$ cat config.mk
export PLATFORM = sky130hd
export DESIGN_NAME = sleep_clkgate_ctrl
export DESIGN_NICKNAME = d
export VERILOG_FILES = /design/src/rtl/slp_pkg.sv /design/src/rtl/slp_wake_qual.sv /design/src/rtl/slp_startup_cnt.sv /design/src/rtl/slp_periph_gate.sv /design/src/rtl/sleep_clkgate_ctrl.sv
export SDC_FILE = /design/constraint.sdc
export NUM_CORES = 1
export LEC_CHECK = 0
export BUFFER_PORTS_ARGS = -buffer_cell sky130_fd_sc_hd__buf_2
export CAP_MARGIN = 20
export CORE_ASPECT_RATIO = 0.5
export CORE_MARGIN = 1.5
export CORE_UTILIZATION = 55
export CTS_CLUSTER_SIZE = 20
export DETAILED_ROUTE_END_ITERATION = 12
export PLACE_DENSITY = 0.83
export SLEW_MARGIN = 10
export SYNTH_ARGS = -nofsm -noshare
export SYNTH_HDL_FRONTEND = slang
export SYNTH_HIERARCHICAL = 1
export SYNTH_SLANG_ARGS = --single-unit
export TNS_END_PERCENT = 10
$ cat constraint.sdc
create_clock -name clk -period 4.5 [get_ports clk]
set_clock_uncertainty 0.1 [all_clocks]
set_input_delay 0 -clock clk [delete_from_list [all_inputs] [get_ports clk]]
set_output_delay 0 -clock clk [all_outputs]
set_load 0.01 [all_outputs]
$ cat src/rtl/slp_pkg.sv
package slp_pkg;
  typedef enum logic [2:0] {
    ST_ACTIVE, ST_IDLE, ST_PDOWN, ST_PSAVE, ST_STBY, ST_WAKE
  } slp_state_e;

  typedef struct packed {
    logic core;
    logic io;
    logic osc;
    logic tmr;
  } dom_en_t;

  // Mode code to parked state; undefined codes fall back to idle.
  function automatic slp_state_e decode_mode(input logic [2:0] code, input logic xtal);
    case (code)
      3'b010:  return ST_PDOWN;
      3'b011:  return ST_PSAVE;
      3'b110:  return xtal ? ST_STBY : ST_PDOWN;
      default: return ST_IDLE;
    endcase
  endfunction

  // Domain enables implied by a state.
  function automatic dom_en_t domains_for(input slp_state_e st, input logic tmr_on);
    dom_en_t d;
    d = '0;
    case (st)
      ST_ACTIVE: d = '{core: 1'b1, io: 1'b1, osc: 1'b1, tmr: 1'b1};
      ST_IDLE:   d = '{core: 1'b0, io: 1'b1, osc: 1'b1, tmr: 1'b1};
      ST_PSAVE:  d.tmr = tmr_on;
      ST_STBY:   d.osc = 1'b1;
      ST_WAKE:   d.osc = 1'b1;
      default:   d = '0;
    endcase
    return d;
  endfunction

  // Whether the qualified sources may leave (or prevent entry into) a state.
  function automatic logic wake_ok(input slp_state_e st, input logic rst_hit,
                                   input logic async_hit, input logic tmr_hit);
    case (st)
      ST_IDLE:          return rst_hit | async_hit | tmr_hit;
      ST_PSAVE:         return rst_hit | async_hit | tmr_hit;
      ST_PDOWN, ST_STBY: return rst_hit | async_hit;
      ST_WAKE:          return rst_hit;
      default:          return 1'b0;
    endcase
  endfunction
endpackage

$ cat src/rtl/slp_wake_qual.sv
module slp_wake_qual (
  input  logic wk_ext_rst,
  input  logic wk_wdt_rst,
  input  logic wk_bor_rst,
  input  logic wk_start_det,
  input  logic wk_lvl_irq,
  input  logic wk_pin_chg,
  input  logic tmr_en,
  input  logic tmr_ovf,
  input  logic tmr_cmp,
  input  logic tmr_ovf_ie,
  input  logic tmr_cmp_ie,
  input  logic irq_glob_en,
  output logic rst_hit,
  output logic async_hit,
  output logic tmr_hit
);
  assign rst_hit   = wk_ext_rst | wk_wdt_rst | wk_bor_rst;
  assign async_hit = wk_start_det | wk_lvl_irq | wk_pin_chg;
  assign tmr_hit   = tmr_en & irq_glob_en &
                     ((tmr_ovf & tmr_ovf_ie) | (tmr_cmp & tmr_cmp_ie));
endmodule

$ cat src/rtl/slp_startup_cnt.sv
module slp_startup_cnt #(
  parameter int SUT_D0   = 6,
  parameter int SUT_D1   = 1024,
  parameter int SUT_D2   = 16384,
  parameter int SUT_D3   = 65536,
  parameter int STBY_CYC = 6,
  parameter int CW       = 17
) (
  input  logic       clk,
  input  logic       rst_n,
  input  logic       load,
  input  logic       use_stby,
  input  logic [1:0] sut_sel,
  input  logic       run,
  output logic       done
);
  logic [CW-1:0] cnt;

  function automatic int wait_len(input logic stby, input logic [1:0] sel);
    if (stby) return STBY_CYC;
    case (sel)
      2'd0:    return SUT_D0;
      2'd1:    return SUT_D1;
      2'd2:    return SUT_D2;
      default: return SUT_D3;
    endcase
  endfunction

  always_ff @(posedge clk) begin
    if (!rst_n)                  cnt <= '0;
    else if (load)               cnt <= CW'(wait_len(use_stby, sut_sel) - 1);
    else if (run && cnt != '0)   cnt <= cnt - 1'b1;
  end

  assign done = (cnt == '0);
endmodule

$ cat src/rtl/slp_periph_gate.sv
module slp_periph_gate #(
  parameter int NPERIPH = 8
) (
  input  logic               io_on,
  input  logic [NPERIPH-1:0] pwr_cut,
  output logic [NPERIPH-1:0] periph_clk_en
);
  for (genvar i = 0; i < NPERIPH; i++) begin : g_gate
    assign periph_clk_en[i] = io_on & ~pwr_cut[i];
  end
endmodule

$ cat src/rtl/sleep_clkgate_ctrl.sv
module sleep_clkgate_ctrl
  import slp_pkg::*;
#(
  parameter int NPERIPH  = 8,
  parameter int SUT_D0   = 6,
  parameter int SUT_D1   = 1024,
  parameter int SUT_D2   = 16384,
  parameter int SUT_D3   = 65536,
  parameter int STBY_CYC = 6
) (
  input  logic               clk,
  input  logic               rst_n,
  input  logic               sleep_en,
  input  logic               sleep_req,
  input  logic [2:0]         mode_sel,
  input  logic               osc_xtal,
  input  logic [1:0]         sut_sel,
  input  logic               wk_ext_rst,
  input  logic               wk_wdt_rst,
  input  logic               wk_bor_rst,
  input  logic               wk_start_det,
  input  logic               wk_lvl_irq,
  input  logic               wk_pin_chg,
  input  logic               tmr_en,
  input  logic               tmr_ovf,
  input  logic               tmr_cmp,
  input  logic               tmr_ovf_ie,
  input  logic               tmr_cmp_ie,
  input  logic               irq_glob_en,
  input  logic [NPERIPH-1:0] pwr_cut,
  output logic               clk_en_core,
  output logic               clk_en_io,
  output logic               clk_en_osc,
  output logic               clk_en_tmr,
  output logic [NPERIPH-1:0] periph_clk_en,
  output logic               resume
);
  localparam int MAXA = (SUT_D0 > SUT_D1) ? SUT_D0 : SUT_D1;
  localparam int MAXB = (SUT_D2 > SUT_D3) ? SUT_D2 : SUT_D3;
  localparam int MAXC = (MAXA > MAXB) ? MAXA : MAXB;
  localparam int MAXD = (MAXC > STBY_CYC) ? MAXC : STBY_CYC;
  localparam int CW   = $clog2(MAXD + 1);

  slp_state_e st, nxt, tgt;
  dom_en_t    dom;
  logic rst_hit, async_hit, tmr_hit;
  logic cnt_load, cnt_stby, cnt_done, in_startup;
  logic entry_abort, enter_sleep;
  logic resume_q;

  slp_wake_qual u_qual (
    .wk_ext_rst(wk_ext_rst), .wk_wdt_rst(wk_wdt_rst), .wk_bor_rst(wk_bor_rst),
    .wk_start_det(wk_start_det), .wk_lvl_irq(wk_lvl_irq), .wk_pin_chg(wk_pin_chg),
    .tmr_en(tmr_en), .tmr_ovf(tmr_ovf), .tmr_cmp(tmr_cmp),
    .tmr_ovf_ie(tmr_ovf_ie), .tmr_cmp_ie(tmr_cmp_ie), .irq_glob_en(irq_glob_en),
    .rst_hit(rst_hit), .async_hit(async_hit), .tmr_hit(tmr_hit)
  );

  assign tgt        = decode_mode(mode_sel, osc_xtal);
  assign in_startup = (st == ST_WAKE);

  always_comb begin
    nxt         = st;
    cnt_load    = 1'b0;
    cnt_stby    = 1'b0;
    entry_abort = 1'b0;
    enter_sleep = 1'b0;
    case (st)
      ST_ACTIVE: begin
        if (sleep_req && sleep_en) begin
          if (wake_ok(tgt, rst_hit, async_hit, tmr_hit)) begin
            entry_abort = 1'b1;
          end else begin
            enter_sleep = 1'b1;
            nxt         = tgt;
          end
        end
      end
      ST_WAKE: begin
        if (rst_hit || cnt_done) nxt = ST_ACTIVE;
      end
      default: begin
        if (wake_ok(st, rst_hit, async_hit, tmr_hit)) begin
          if (rst_hit || st == ST_IDLE) begin
            nxt = ST_ACTIVE;
          end else begin
            nxt      = ST_WAKE;
            cnt_load = 1'b1;
            cnt_stby = (st == ST_STBY);
          end
        end
      end
    endcase
  end

  slp_startup_cnt #(
    .SUT_D0(SUT_D0), .SUT_D1(SUT_D1), .SUT_D2(SUT_D2), .SUT_D3(SUT_D3),
    .STBY_CYC(STBY_CYC), .CW(CW)
  ) u_cnt (
    .clk(clk), .rst_n(rst_n), .load(cnt_load), .use_stby(cnt_stby),
    .sut_sel(sut_sel), .run(in_startup), .done(cnt_done)
  );

  always_ff @(posedge clk) begin
    if (!rst_n) begin
      st       <= ST_ACTIVE;
      resume_q <= 1'b0;
    end else begin
      st       <= nxt;
      resume_q <= (nxt == ST_ACTIVE) && (st != ST_ACTIVE);
    end
  end

  assign dom         = domains_for(st, tmr_en);
  assign clk_en_core = dom.core;
  assign clk_en_io   = dom.io;
  assign clk_en_osc  = dom.osc;
  assign clk_en_tmr  = dom.tmr;
  assign resume      = resume_q;

  slp_periph_gate #(.NPERIPH(NPERIPH)) u_gate (
    .io_on(dom.io), .pwr_cut(pwr_cut), .periph_clk_en(periph_clk_en)
  );
endmodule

# Word level (Yosys, flattened, before mapping)
# Index checks and enable logic that the tools add are counted.
[word_totals] output_inout_bits=13 word_cells=98 ff_bits=21 in_bits=30
[op_classes] mux=32 n_reduce_logical=19 eq_ne=15 add_sub_neg=2 bitwise_logic=27
[ops] cell="17-bit two-way mux" count=5
[ops] cell="17-bit one-hot mux with 3 select lines" count=1
[ops] cell="3-bit two-way mux" count=7
[ops] cell="3-bit by 2-bit equality test with 1-bit output, second input constant" count=6
[ops] cell="17-bit zero test" count=1
[ops] cell="17-bit nonzero test" count=1
[ops] cell="17-bit by 1-bit subtractor with 17-bit output, second input constant" count=1
[ops] cell="17-bit by 2-bit subtractor with 17-bit output, second input constant" count=1
[ops] cell="3-bit equality test, second input constant" count=5
[ops] cell="1-bit two-way mux" count=13
[ops] cell="1-bit bitwise AND" count=12
[ops] cell="2-bit OR reduction" count=6
[ops] cell="3-bit one-hot mux with 3 select lines" count=1
[ops] cell="1-bit inverter" count=8
[ops] cell="1-bit bitwise OR" count=7
[ops] cell="3-bit by 1-bit equality test with 1-bit output, second input constant" count=2
[ops] cell="3-bit zero test" count=2
[ops] cell="3-bit one-hot mux with 2 select lines" count=1
[ops] cell="1-bit one-hot mux with 2 select lines" count=2
[ops] cell="2-bit one-hot mux with 2 select lines" count=1
[ops] cell="4-bit OR reduction" count=1
[ops] cell="1-bit logical AND" count=3
[ops] cell="1-bit one-hot mux with 3 select lines" count=1
[ops] cell="3-bit nonzero test" count=1
[ops] cell="5 further kinds" count=6

# Longest topological paths before layout
# Gate-level depths: netlist (run 1).
[logic_depth] ltp_word=16 ltp_mapped=9 depth_no_buf=9

# Cells and area by module
# The synthesis (run 1) kept the hierarchy.
[by_module_without_submodules] mod="slp_startup_cnt" seq_area_each_um2=340.3 n_inst=1 cells_each=120 area_per_inst_um2=1047.3
[by_module_without_submodules] mod="sleep_clkgate_ctrl" seq_area_each_um2=80.1 n_inst=1 cells_each=43 area_per_inst_um2=317.8
[by_module_without_submodules] mod="slp_periph_gate" seq_area_each_um2=0.0 n_inst=1 cells_each=8 area_per_inst_um2=50.0
[by_module_without_submodules] mod="slp_wake_qual" seq_area_each_um2=0.0 n_inst=1 cells_each=5 area_per_inst_um2=27.5

# Worst setup path after synthesis (run 1)
# Ideal clock, no wire load.
[synth_path] path_kind="register to register" start="register st[1]" end="register u_cnt.cnt[8]" setup_time_ps=120 path_buffers=0 required_time_ps=4280 arrival_time_ps=2433 period_less_slack_ps=2654 path_slack_ps=1846 stages_incl_launch_ff=8 cell_sequence="dfxtp_1 inv_2 or3_1 a21oi_1 clkinv_1 o21ai_1 o22ai_1 a211o_2"
[synth_via] word_cells_on_any_way=29 cone_classes="1 x add/sub; 5 x eq/ne; 16 x mux; 7 x reduce/logical"
[synth_lines] item="start, declared" line="sleep_clkgate_ctrl.sv:44" text="slp_state_e st, nxt, tgt;"
[synth_lines] item="start signal, assigned" line="sleep_clkgate_ctrl.sv:109" text="st <= nxt;"
[synth_lines] item="3-bit equality test (tied with other cells)" line="slp_pkg.sv:41" text="case (st)"
[synth_lines] item="2-bit OR reduction, on equally long branches"
[synth_lines] item="1-bit one-hot mux with 2 select lines" line="slp_pkg.sv:41"
[synth_lines] item="1-bit two-way mux" line="sleep_clkgate_ctrl.sv:68" text="case (st)"
[synth_lines] item="1-bit two-way mux" line="sleep_clkgate_ctrl.sv:83" text="if (wake_ok(st, rst_hit, async_hit, tmr_hit)) begin"
[synth_lines] item="1-bit two-way mux (*)" line="sleep_clkgate_ctrl.sv:68"
[synth_lines] item="named net cnt_load" line="sleep_clkgate_ctrl.sv:47" text="logic cnt_load, cnt_stby, cnt_done, in_startup;"
[synth_lines] item="17-bit two-way mux or 2-bit nonzero test (tied branches)"
[synth_lines] item="end signal, assigned" line="slp_startup_cnt.sv:31" text="else if (load) cnt <= CW'(wait_len(use_stby, sut_sel) - 1);"
[synth_lines] item="end signal, assigned" line="slp_startup_cnt.sv:32" text="else if (run && cnt != '0) cnt <= cnt - 1'b1;"
[synth_lines] item="end, declared" line="slp_startup_cnt.sv:17" text="logic [CW-1:0] cnt;"
# The timed path passes the listed nets; every way through them passes the cells marked *. The select of a mux whose other input is x is not followed.
# A chain may end at the register's enable or synchronous reset.

# Final worst setup path (run 1)
[layout_path] start="register st[0]" end="register u_cnt.cnt[8]"
# Same word-level chain as after synthesis.

==> results of run 1 <==
==> worst reg2reg max path: cells and delay by family, from the launching register on <==
kind	cells	cell delay, ps
flip-flops	1	510
AO/OA/AOI/OAI	5	1810
AND/OR/NAND/NOR	1	360
buffers and inverters	1	570
==> through the flow <==
stage	area (um^2)	utilization	total power, mW	hold slack [ps]	std cells
floorplan	1443	-	0.2050	-53.59	176
global placement	1663	0.7099	0.2246	128.2	249
detailed placement	1663	0.7099	0.2255	129.4	249
CTS	1728	0.7377	0.3488	22.81	255
global route	1728	0.7377	0.3595	64.99	255
finish	1728	0.7377	0.3440	32.43	255
==> repair_timing <==
item	in CTS	in global routing
hold endpoints to repair	4	0
resized for setup	0	0
hold buffers	2	0
==> kinds of logic (layout without fill, tap and decap cells) <==
| logic type | count (synthesis) | count (layout) | share of synthesized area |
|---|---|---|---|
| AO/OA/AOI/OAI | 47 | 47 | 0.2255 |
| XOR/XNOR | 12 | 12 | 0.07285 |
| adder cells (fa/ha/maj) | 2 | 2 | 0.01734 |
| buffers and inverters | 11 | 55 | 0.04162 |
| flip-flops | 21 | 21 | 0.2914 |
| AND/OR/NAND/NOR | 83 | 83 | 0.3513 |
==> area by class of cell <==
type	instances	area, um^2
Inverter	7	26.28
Fill cell	187	614.3
Tap cell	35	43.79
Clock buffer	4	45.04
Timing Repair Buffer	44	230.2
Multi-Input combinational cell	144	962.2
Sequential cell	21	420.4
==> final timing paths <==
| check | from | slack, ps | cells past startpoint | to |
|---|---|---|---|---|
| max | st[0] | 1050 | 7 | u_cnt/cnt[8] |
| min | sleep_en | 30 | 4 | st[1] |
| max reg2reg | st[0] | 1050 | 7 | u_cnt/cnt[8] |
| min reg2reg | u_cnt/cnt[16] | 420 | 2 | u_cnt/cnt[16] |
==> sequential cells by signal (all words and copies together) (netlist names) <==
name,count
st,3
resume,1
u_cnt/cnt,17
==> metal layers <==
layer / wire length (um) / vias to the layer above
met1: 1670 / 648
met4: 41 / 0
li1: - / 736
met2: 1558 / 86
met5: 0 / -
met3: 332 / 4
==> power breakdown <==
| group | internal [mW] | total [mW] | switching [mW] |
|---|---|---|---|
| Clock | 0.0630 | 0.121 | 0.0581 |
| Sequential | 0.186 | 0.186 | 0.0000851 |
| Combinational | 0.0188 | 0.0371 | 0.0184 |
| Total | 0.268 | 0.344 | 0.0765 |
==> placed cells by master, fill, tap and decap left out, types with 3 or more instances in the layout <==
cell and count:
dfxtp_1 21, a21oi_1 14, and2_1 4, nand2_1 11
nor3_1 10, inv_1 5, or3_1 4, o21ai_0 8
nor2_1 15, nor4_1 4, clkbuf_8 3, xor2_1 5
xnor2_1 7, nand4_1 3, buf_2 42, nor2b_1 12
nand3_1 4
==> results.py, run 1 <==
metrics = {
    "sta": {
        "fin_crit_sh": 0.7671,
        "min_period_ps": 3452,
        "finalSetupViolCount": 0,
        "worst_pin_slew_ps": 638.9,
        "rsz0062_at_grt": "false",
        "totalNegativeSetupSlack_ps": 0,
        "maxSlewViolCount": 0,
        "maxSlewHeadroom": 0.5723,
        "fin_ws_ps": 1048,
        "hold_violations": 0,
        "fmax_mhz": 289.7,
    },
    "routing": {
        "drc": 0,
        "wire_per_inst_um": 14.13,
        "detail_route.vias_per_cell": 5.780,
        "drtIter0Drc": 66,
        "vias": 1474,
        "wl_um": 3602,
        "drtAntennaViolNets": 0,
        "drtPass1Iterations": 4,
    },
    "cts": {
        "cts_setup_buffers": 0,
        "cts_buffer_depth": 2,
        "clockRootBuffer": "clkbuf_8",
        "clock-sinks": 21,
        "htree_levels": 1,
        "cts_tree": "built",
        "clkTransAtPathRegs_ps": 70,
        "clock_latency_ps": 260,
        "cts_buffers": 3,
    },
    "pwr": {
        "power.density_mw_per_mm2": 199.1,
        "ir_drop_v": 0.0001710,
        "leakage_nw": 0.6353,
    },
    "floorplanning": {
        "core_area_mm2": 0.002342,
        "fp.dieW_um": 75.43,
        "dieArea_mm2": 0.002958,
        "die_h_um": 39.22,
        "initial_core_util": 0.6159,
        "row_count": 12,
        "io_pins": 43,
    },
    "final_layout": {
        "finalNetCount": 253,
        "area_growth_pct": 19.77,
        "antenna_cells": 0,
        "layout-drive-gt1-share": 0.2636,
    },
    "setup_path": {
        "crit_path_end_kind": "register",
        "crit_required_ps": 4550,
        "critPathKind": "register to register",
        "worstPathArrival_ps": 3500,
        "critical_path.top_delay_family": "compound AO/OA/AOI/OAI gates",
        "crit_slowest_cell": "o21ai_1",
        "path_common_cell": "a21oi_1",
        "cp-start-kind": "register",
        "critPathMaxFanout": 18,
        "crit_path_max_incr_delay_ps": 680,
        "worstPathCellList": "a21oi_1 > or3_1 > a21oi_1 > clkinv_1 > o21ai_1 > o22ai_1 > a211o_2",
        "cp.buffers_inverters": 1,
    },
    "global_routing": {
        "met3_usage": 0.05729,
        "grtUsageMet2": 0.4254,
        "grtUsageMet1": 0.3318,
        "grt_antenna_before_repair": 0,
        "busiest_layer": "met2",
        "grt_pass1_wl_um": 5444,
        "grt.total_usage": 0.2547,
        "overflow": 0,
        "grt_pass1_vias": 1214,
        "grt_start_max_net_pins": 19,
    },
    "logic_synthesis": {
        "synth-edff-count": 0,
        "synth_top_area_frac": 0.2914,
        "synth_cells": 176,
        "postSynthAreaPerCell_um2": 8.197,
        "synth_area_leader_cell": "dfxtp_1",
        "synth_area_leaders": "dfxtp_1, nor2b_1, a21oi_1, xnor2_1, nor2_1",
        "synth_area_mm2": 0.001443,
        "async_flop_share": 0,
        "synth_commonest_cells": "dfxtp_1, nor2_1, a21oi_1, nor2b_1, nand2_1",
        "yosysMostFrequentCell": "dfxtp_1",
        "synth_seq_cells": 21,
        "yosys_warnings": 6,
        "yosysSeqAreaShare": 0.2914,
        "ys.flop_type": "dfxtp_1",
        "yosysUniqueCellTypes": 54,
        "syn_nets": 208,
    },
    "placement": {
        "place_congestion": 0.8464,
        "hpwlAfterDp_um": 2732,
        "dpl_worst_slack_ps": 1108,
        "io_buffers": 42,
    },
    "min_path": {
        "hp-class": "input pin to register",
    },
    "flow_run": {
        "maxCapViolations": 0,
    },
    "run_status": {
        "status": "complete, no violations",
    },
}
Note: power is estimated with default switching activity, not from simulation.
==> run 2: changes to the inputs <==
--- a/config.mk
+++ b/config.mk
@@ -9,10 +9,10 @@
 export CAP_MARGIN = 20
 export CORE_ASPECT_RATIO = 0.5
 export CORE_MARGIN = 1.5
-export CORE_UTILIZATION = 55
+export CORE_UTILIZATION = 46
 export CTS_CLUSTER_SIZE = 20
 export DETAILED_ROUTE_END_ITERATION = 12
-export PLACE_DENSITY = 0.83
+export PLACE_DENSITY = 0.74
 export SLEW_MARGIN = 10
 export SYNTH_ARGS = -nofsm -noshare
 export SYNTH_HDL_FRONTEND = slang
==> constraint.sdc (replaced) <==
create_clock -name clk -period 3 [get_ports clk]
set_clock_uncertainty 0.1 [all_clocks]
set_input_delay 0 -clock clk [delete_from_list [all_inputs] [get_ports clk]]
set_output_delay 0 -clock clk [all_outputs]
set_load 0.01 [all_outputs]
==> run 2 against run 1 <==
Net effect:
- via count up 0.14%
- die area up 18%
- count of clock-buffer cells in the layout down 1
- cell area up 1.7%
==> results.py, run 2 (synthesized netlist as in run 1, its figures left out) <==
metrics = {
    "routing": {
        "detail_route.vias_per_cell": 5.612,
        "drtAntennaViolNets": 0,
        "vias": 1476,
        "drtIter0Drc": 66,
        "drtPass1Iterations": 4,
        "drc": 0,
        "wl_um": 3495,
        "wire_per_inst_um": 13.29,
    },
    "sta": {
        "finalSetupViolCount": 0,
        "maxSlewHeadroom": 0.5652,
        "maxSlewViolCount": 0,
        "hold_violations": 0,
        "worst_pin_slew_ps": 647.3,
        "totalNegativeSetupSlack_ps": 0,
        "fmax_mhz": 395.1,
        "rsz0062_at_grt": "false",
        "min_period_ps": 2531,
        "fin_crit_sh": 0.8437,
    },
    "global_routing": {
        "grt_pass1_wl_um": 5644,
        "overflow": 0,
        "grt.total_usage": 0.2094,
        "grt_pass1_vias": 1352,
        "grt_antenna_before_repair": 0,
        "grt_start_max_net_pins": 18,
    },
    "setup_path": {
        "critical_path.top_delay_family": "simple AND/OR/NAND/NOR gates",
        "critPathKind": "register to register",
        "critPathMaxFanout": 11,
        "crit_required_ps": 3050,
        "crit_slowest_cell": "nor4b_1",
        "worstPathCellList": "nor2b_1 > and2_1 > nor4b_1 > nand3_1 > a211oi_1 > xnor2_1 > a21oi_1",
        "reg2reg_depth": 7,
        "worstPathArrival_ps": 2580,
        "rr_startpoint": "st[2]",
        "reg2reg_slack_ps": 470,
        "cp.buffers_inverters": 0,
        "crit_path_max_incr_delay_ps": 530,
        "cp-start-kind": "register",
        "crit_path_end_kind": "register",
        "r2r-end": "u_cnt/cnt[9]",
    },
    "final_layout": {
        "layout-drive-gt1-share": 0.2780,
        "mostFrequentLayoutCells": "buf_2, dfxtp_1, nor2_1, a21oi_1, nor2b_1",
        "antenna_cells": 0,
        "fin_cells": 263,
        "nFillCells": 281,
        "layout_commonest_cell": "buf_2",
        "finalNetCount": 256,
        "area_growth_pct": 21.86,
        "largest_register_ffs": 17,
        "largest-register": "u_cnt/cnt",
    },
    "cts": {
        "cts_resized": 0,
        "clock_latency_ps": 260,
        "cts_buffers": 3,
        "cts_buffer_depth": 2,
        "clkTransAtPathRegs_ps": 80,
        "htree_levels": 1,
        "cts_setup_buffers": 0,
        "clock-sinks": 21,
        "holdBufCountCts": 2,
        "cts_tree": "built",
        "clockRootBuffer": "clkbuf_8",
    },
    "min_path": {
        "holdPathEnd": "st[1]",
        "worst_hold_path.num_cells": 4,
        "hp-class": "input pin to register",
        "min_from": "sleep_en",
    },
    "run_status": {
        "status": "complete, no violations",
    },
    "flow_run": {
        "maxCapViolations": 0,
    },
    "floorplanning": {
        "row_count": 14,
        "io_pins": 43,
        "dieArea_mm2": 0.003502,
        "fp.dieW_um": 82.20,
        "core_area_mm2": 0.002995,
        "die_h_um": 42.60,
        "initial_core_util": 0.4816,
    },
    "placement": {
        "place_congestion": 0.8342,
        "io_buffers": 42,
        "hpwlAfterDp_um": 2653,
        "dp_cells": 257,
    },
    "pwr": {
        "finalPower_mw": 0.5183,
        "leakage_nw": 0.6525,
        "ir_drop_v": 0.0001654,
        "power.density_mw_per_mm2": 294.8,
    },
}
==> run 2: how the worst max path moves through the flow <==
stage	startpoint	to	slack, ps	cells past startpoint
2_1_floorplan	st[1]	u_cnt/cnt[8]	350	7
3_3_place_gp	st[2]	u_cnt/cnt[9]	560	7
3_5_place_dp	st[2]	u_cnt/cnt[9]	510	7
4_1_cts	st[2]	u_cnt/cnt[9]	490	7
5_1_grt	st[2]	u_cnt/cnt[9]	210	7
6_report	st[2]	u_cnt/cnt[9]	470	7
==> run 2: report_power, final <==
part | switching (mW) | internal [mW] | total [mW]
registers | 0.000126 | 0.279 | 0.279
logic | 0.0269 | 0.0291 | 0.0560
clock network | 0.0912 | 0.0925 | 0.184
==> run 2: layout make-up <==
cell class	instances	area [um^2]	area share
repair buffers	47	252.7	0.1438
clock inverters	1	5.005	0.002847
inverters	7	26.28	0.01495
well taps	40	50.05	0.02847
multi-input cells	144	962.2	0.5473
clock buffers	3	41.29	0.02349
flip-flops and latches	21	420.4	0.2391
==> run 2: per-layer routing <==
metal,vias up,track usage,share of wire
met3,4,0.04783,0.097
met1,660,0.2699,0.44
met2,67,0.3512,0.46
li1,745,-,-
met4,0,0.05424,0.0049
met5,-,0,0
==> run 2: worst reg2reg max path: cells and delay by family (launching register included) <==
kind,cells,cell delay [ps]
compound gates,2,360
xor+xnor,1,150
flops,1,500
simple gates,4,1310
==> run 2: per-stage QoR <==
step	setup WS (ps)	utilization	hold slack, ps	cell area [um^2]
2_1_floorplan	346.5	-	-53.59	1443
3_3_place_gp	558.1	0.5647	127.7	1692
3_5_place_dp	512.9	0.5647	129.4	1692
4_1_cts	492.2	0.5869	32.14	1758
5_1_grt	207.6	0.5869	39.82	1758
6_report	468.9	0.5869	33.57	1758
